==> config.mk <==
export PLATFORM = sky130hd
export DESIGN_NAME = smp_blk_fifo
export DESIGN_NICKNAME = d
export VERILOG_FILES = /design/src/rtl/smp_blk_pkg.sv /design/src/rtl/smp_strobe_sync.sv /design/src/rtl/smp_level_sel.sv /design/src/rtl/smp_store.sv /design/src/rtl/smp_blk_fifo.sv
export SDC_FILE = /design/constraint.sdc
export NUM_CORES = 1
export LEC_CHECK = 0
export ABC_AREA = 1
export BUFFER_PORTS_ARGS = -buffer_cell sky130_fd_sc_hd__buf_2
export CAP_MARGIN = 0
export CORE_MARGIN = 8
export CORE_UTILIZATION = 52
export CTS_BUF_LIST = sky130_fd_sc_hd__clkbuf_4
export CTS_CLUSTER_SIZE = 30
export DETAILED_ROUTE_END_ITERATION = 7
export PLACE_DENSITY = 0.69
export SKIP_CTS_REPAIR_TIMING = 1
export SYNTH_ARGS = -nofsm -noshare
export SYNTH_HDL_FRONTEND = slang
export SYNTH_SLANG_ARGS = --single-unit
==> constraint.sdc <==
create_clock -name clk -period 2.9 [get_ports clk]
set_input_delay 0.435 -clock clk [delete_from_list [all_inputs] [get_ports clk]]
set_output_delay 0.435 -clock clk [all_outputs]
set_load 0.05 [all_outputs]
==> src/rtl/smp_blk_pkg.sv <==
package smp_blk_pkg;
   localparam int LVL_W   = 4;
   localparam int MAX_LVL = 14;

   typedef logic [LVL_W-1:0] lvl_t;

   typedef enum logic [1:0] {
      CH1 = 2'd0,
      CH2 = 2'd1,
      CH3 = 2'd2,
      CH4 = 2'd3
   } chan_e;
endpackage

==> src/rtl/smp_strobe_sync.sv <==
// Decodes the host strobe, brings it into the clock domain and flags its release.
module smp_strobe_sync #(
   parameter int STAGES = 2
) (
   input  logic clk,
   input  logic rst,
   input  logic cs0_n,
   input  logic cs1,
   input  logic rd_n,
   output logic release_p
);
   logic              strobe_raw;
   logic [STAGES-1:0] chain;
   logic              hold_q;

   if (STAGES < 2) begin : g_bad_stages
      $error("smp_strobe_sync: STAGES must be at least 2");
   end

   assign strobe_raw = ~cs0_n & cs1 & ~rd_n;

   always_ff @(posedge clk) begin
      if (rst) begin
         chain  <= '0;
         hold_q <= 1'b0;
      end else begin
         chain  <= {chain[STAGES-2:0], strobe_raw};
         hold_q <= chain[STAGES-1];
      end
   end

   // one-cycle flag on the falling edge of the synchronised strobe
   assign release_p = hold_q & ~chain[STAGES-1];
endmodule

==> src/rtl/smp_level_sel.sv <==
// Maps a requested trigger level to the level in force for a channel count.
module smp_level_sel
   import smp_blk_pkg::*;
(
   input  logic [1:0] chan,
   input  lvl_t       req,
   output lvl_t       lvl
);
   chan_e ch;
   logic  legal;

   assign ch = chan_e'(chan);

   always_comb begin
      unique case (ch)
         CH1:     legal = (req == 4'd1) || (req == 4'd4) || (req == 4'd8) || (req == 4'd14);
         CH2:     legal = (req == 4'd2) || (req == 4'd4) || (req == 4'd8) || (req == 4'd12);
         CH3:     legal = (req == 4'd3) || (req == 4'd6) || (req == 4'd9) || (req == 4'd12);
         default: legal = (req == 4'd4) || (req == 4'd8) || (req == 4'd12);
      endcase
      // smallest legal level equals the channel count
      lvl = legal ? req : lvl_t'(chan) + lvl_t'(1);
   end
endmodule

==> src/rtl/smp_store.sv <==
// Sample storage: one synchronous write port, one asynchronous read port.
module smp_store #(
   parameter int W     = 10,
   parameter int DEPTH = 16,
   parameter int AW    = $clog2(DEPTH)
) (
   input  logic          clk,
   input  logic          we,
   input  logic [AW-1:0] waddr,
   input  logic [W-1:0]  wdata,
   input  logic [AW-1:0] raddr,
   output logic [W-1:0]  rdata
);
   logic [W-1:0] mem [DEPTH];

   always_ff @(posedge clk) begin
      if (we) mem[waddr] <= wdata;
   end

   assign rdata = mem[raddr];
endmodule

==> src/rtl/smp_blk_fifo.sv <==
// Trigger-level sample buffer with a block-ready pulse toward an asynchronous host.
module smp_blk_fifo
   import smp_blk_pkg::*;
#(
   parameter int W           = 10,
   parameter int DEPTH       = 16,
   parameter int SYNC_STAGES = 2
) (
   input  logic                       clk,
   input  logic                       rst,
   input  logic                       wr_en,
   input  logic [W-1:0]               wr_data,
   input  logic [1:0]                 chan_sel,
   input  logic [LVL_W-1:0]           lvl_req,
   input  logic                       cs0_n,
   input  logic                       cs1,
   input  logic                       rd_n,
   output logic [W-1:0]               rd_data,
   output logic                       dav_n,
   output logic                       ovf,
   output logic [$clog2(DEPTH+1)-1:0] fill
);
   localparam int AW   = $clog2(DEPTH);
   localparam int CW   = $clog2(DEPTH + 1);
   localparam bit POW2 = ((2 ** AW) == DEPTH);

   if (DEPTH < MAX_LVL) begin : g_bad_depth
      $error("smp_blk_fifo: DEPTH must hold the largest trigger level");
   end
   if (W < 1) begin : g_bad_width
      $error("smp_blk_fifo: W must be positive");
   end

   logic [AW-1:0] wptr, rptr, wptr_nx, rptr_nx, rptr_pv, raddr;
   logic [CW-1:0] cnt;
   lvl_t          lvl, acc, acc_inc;
   logic          dav_q, ovf_q, rel_p, wr_ok, pop_ok;

   smp_strobe_sync #(.STAGES(SYNC_STAGES)) u_sync (
      .clk       (clk),
      .rst       (rst),
      .cs0_n     (cs0_n),
      .cs1       (cs1),
      .rd_n      (rd_n),
      .release_p (rel_p)
   );

   smp_level_sel u_lvl (
      .chan (chan_sel),
      .req  (lvl_req),
      .lvl  (lvl)
   );

   // pointer stepping: natural wrap for a power of two, explicit wrap otherwise
   if (POW2) begin : g_wrap_pow2
      assign wptr_nx = wptr + 1'b1;
      assign rptr_nx = rptr + 1'b1;
      assign rptr_pv = rptr - 1'b1;
   end else begin : g_wrap_cmp
      assign wptr_nx = (wptr == AW'(DEPTH - 1)) ? '0 : wptr + 1'b1;
      assign rptr_nx = (rptr == AW'(DEPTH - 1)) ? '0 : rptr + 1'b1;
      assign rptr_pv = (rptr == '0) ? AW'(DEPTH - 1) : rptr - 1'b1;
   end

   assign wr_ok   = wr_en && (cnt != CW'(DEPTH));
   assign pop_ok  = rel_p && (cnt != '0);
   assign raddr   = (cnt == '0) ? rptr_pv : rptr;
   assign acc_inc = acc + lvl_t'(1);

   smp_store #(.W(W), .DEPTH(DEPTH), .AW(AW)) u_mem (
      .clk   (clk),
      .we    (wr_ok),
      .waddr (wptr),
      .wdata (wr_data),
      .raddr (raddr),
      .rdata (rd_data)
   );

   always_ff @(posedge clk) begin
      if (rst) begin
         wptr  <= '0;
         rptr  <= '0;
         cnt   <= '0;
         acc   <= '0;
         dav_q <= 1'b1;
         ovf_q <= 1'b0;
      end else begin
         if (wr_ok)  wptr <= wptr_nx;
         if (pop_ok) rptr <= rptr_nx;
         unique case ({wr_ok, pop_ok})
            2'b10:   cnt <= cnt + 1'b1;
            2'b01:   cnt <= cnt - 1'b1;
            default: cnt <= cnt;
         endcase
         if (wr_en && !wr_ok) ovf_q <= 1'b1;
         dav_q <= 1'b1;
         if (wr_ok) begin
            if (acc_inc >= lvl) begin
               acc   <= '0;
               dav_q <= 1'b0;
            end else begin
               acc <= acc_inc;
            end
         end
      end
   end

   assign dav_n = dav_q;
   assign ovf   = ovf_q;
   assign fill  = cnt;
endmodule

==> summary.txt <==
Global route
  – Met1 GRT Util: 0.256
  – First-pass GRT wire length: 30,000 um
  – Largest net degree at the start of global routing: 61
  – GR Layer Usage met2: 0.314
  – Vias in the first global route: about 5,500
  – Met3 GRT Util: 0.0392
  – Initial antenna violation count: 1
  – Grt ovf: 0
  – Total GRT Usage: 0.195
  – Gr busiest metal: met2

Timing
  – Tmin final: slightly below 3 ns
  – Worst rel slew slack: 0.632
  – Crit share post-route: 1.01
  – Skew final: ~0.027 ns
  – Final Hold Fails: 0
  – RSZ-0062 raised after global routing: true
  – Max Freq: around 340 MHz
  – Worst hold slack: about 0.17 ns
  – Final slew viol count: 0
  – Final WS setup: -0.0212 ns
  – Final setup viols: 6
  – Worst-Margin Slew: around 0.55 ns

Logic synthesis
  – Distinct cell type count after synthesis: 32
  – Asr flop ratio synth: 0
  – Synth top cells by count: nand2_1 (191), inv_1 (179), edfxtp_1 (160)
  – Yosys warnings: 0
  – Cell area after synthesis: about 8400 sq um
  – Yosys reg bits: between 150 and 200
  – Largest cells by area after synthesis: edfxtp_1 (57%), nand3_1 (9.4%), nand2_1 (8.5%)
  – Most instantiated library cell after synthesis: nand2_1
  – Post-synth EDFFs: 160
  – Synth top area share: 0.569
  – Synth Area per Inst: about 9.7 sq um
  – Syn Inst Count: just under 900
  – Sequential area share after synthesis: 0.621
  – Main synth FF type: edfxtp_1
  – Post-synth top area cell: edfxtp_1
  – Mapped Nets: between 900 and 1,000

Detailed routing
  – Via count: just over 6,000
  – DRC Markers: 0
  – WL final: 20,800 um
  – Drt pass-1 iters: 6
  – Antenna violation net count after detailed routing: 0
  – Vias/cell: 5.29
  – WL/cell: 17.7 um
  – Iteration-0 DRC Markers: slightly below 600

Clock network
  – Clock sinks: between 150 and 200
  – CTS Buf Count: 17
  – CTS H-tree depth: 4
  – Worst-path clk slew: about 0.13 ns
  – CTS root buffer: clkbuf_4
  – Worst skew pair latency: between 0.5 and 0.6 ns
  – CTS tree: done
  – Longest Clk Path Bufs: 2

Finish
  – Fin util: 0.646
  – Final nets: slightly below 1,000
  – Layout cell share with drive strength beyond 1: 0.217
  – Area growth, synth to finish: 21.5%

Placement
  – Pre-CTS setup slack: 0.221 ns
  – DP HPWL: 12,200 um
  – IO buf count: 38
  – Routability Congestion: approximately 0.85

Die
  – Die area: about 21,000 sq um
  – Die outline width: between 100 and 150 um
  – I/O pins: 39
  – Cell row count: 46
  – Core Box Area: about 16,000 sq um
  – Die span in y: 143 um
  – Initial Utilization: 0.532

Hold path
  – Hold Path Class: input port to flip-flop

Status
  – Status: complete, but fails checks
  – Failing checks: negative setup slack

Pwr
  – Leakage: 0.00453 uW
  – PwrDens: approximately 610 nW/um^2
  – Worst vdd ir: 389 uV

Worst setup path
  – Worst Path Arrival: roughly 2.5 ns
  – Kind of critical path: flip-flop to primary output
  – WP data required: 2.47 ns
  – CP Launch Type: flip-flop
  – Crit Path Max Fanout: 8
  – CP Capture Type: primary output

Flow run
  – Max-cap violations: 0
[state kept, by name, summed over array words and instances (netlist names)]
name	flops
rptr	4
ovf	1
fill	5
u_sync.chain	2
dav_n	1
u_mem.mem	160
wptr	4
acc	4
u_sync.hold_q	1
[critical path, stage by stage (launching register included)]
cell     delay (ns)
dfxtp_4        0.38
nor2_4         0.17
nand3_4        0.15
buf_6          0.16
buf_4          0.13
nand2_4        0.07
nand2_8        0.12
buf_12         0.16
nand3_1        0.10
nand3_2        0.11
nand3_2        0.13
nand2_2        0.08
buf_8          0.15
[final cells by class]
class / count / area [sq um]
antenna: 1 / 2.50
tap: 216 / 270
fill: 1240 / 5630
multi-input combinational: 472 / 2760
inverter: 182 / 693
clock inverter: 12 / 176
sequential: 182 / 5250
clock buffer: 19 / 143
timing repair buffer: 91 / 965
[routing by layer]
metal / wire [um] / vias up
met4: 544 / 0
met3: 1550 / 46
met2: 10100 / 255
met1: 8610 / 2933
met5: 0 / -
li1: - / 2983
[worst paths after layout]
| kind | startpoint | endpoint | slack (ns) | cells past startpoint |
|---|---|---|---|---|
| setup reg to reg | fill[1] | fill[4] | 0.50 | 14 |
| setup / recovery | fill[3] | rd_data[2] | -0.02 | 12 |
| hold / removal | rst | ovf | 0.17 | 2 |
| hold reg to reg | u_sync.chain[0] | u_sync.chain[1] | 0.42 | 2 |
[through the flow]
step / area, sq um / total power (uW) / TNS, ns / cells
floorplan: 8440 / 3830 / 0 / 869
global placement: 8990 / 4210 / 0 / 1118
detailed placement: 8990 / 4220 / 0 / 1118
CTS: 9310 / 5730 / -3.92 / 1149
global route: 10300 / 6500 / -1.06 / 1175
finish: 10300 / 6250 / -0.0720 / 1175
[cell families (layout without fill, tap and decap cells)]
group,Yosys count,count (layout),synth area share
other,0,1,0
XOR/XNOR,7,7,0.00815
buffers and inverters,215,304,0.0999
flip-flops,182,182,0.621
AO/OA/AOI/OAI,39,39,0.0246
AND/OR/NAND/NOR,406,406,0.216
adder cells (fa/ha/maj),20,20,0.0305
[cells in the final DEF, fill, tap and decap left out, types with 3 or more instances in the layout]
| cell | n |
|---|---|
| inv_2 | 3 |
| buf_6 | 15 |
| nand3_2 | 54 |
| ha_1 | 18 |
| bufinv_16 | 4 |
| dfxtp_2 | 4 |
| buf_2 | 28 |
| buf_4 | 24 |
| xnor2_1 | 3 |
| o21ai_0 | 15 |
| nand2_1 | 177 |
| nand3b_1 | 10 |
| buf_8 | 5 |
| nand2_2 | 9 |
| clkinvlp_4 | 3 |
| nand3_4 | 3 |
| buf_12 | 9 |
| clkbuf_16 | 8 |
| inv_1 | 177 |
| nor2_4 | 3 |
| xor2_1 | 3 |
| edfxtp_1 | 160 |
| dfxtp_1 | 17 |
| clkbuf_4 | 19 |
| nor2_1 | 30 |
| nand2_4 | 5 |
| nand4_1 | 7 |
| nand3_1 | 103 |
| a21oi_1 | 17 |
[report_power, final]
group          leakage [uW]  switching (uW)  internal, uW
Clock              0.000161             842           699
Combinational       0.00275            1120           680
Sequential          0.00163            23.2          2890
Total               0.00453            1980          4270
(Power assumes the default switching activity.)
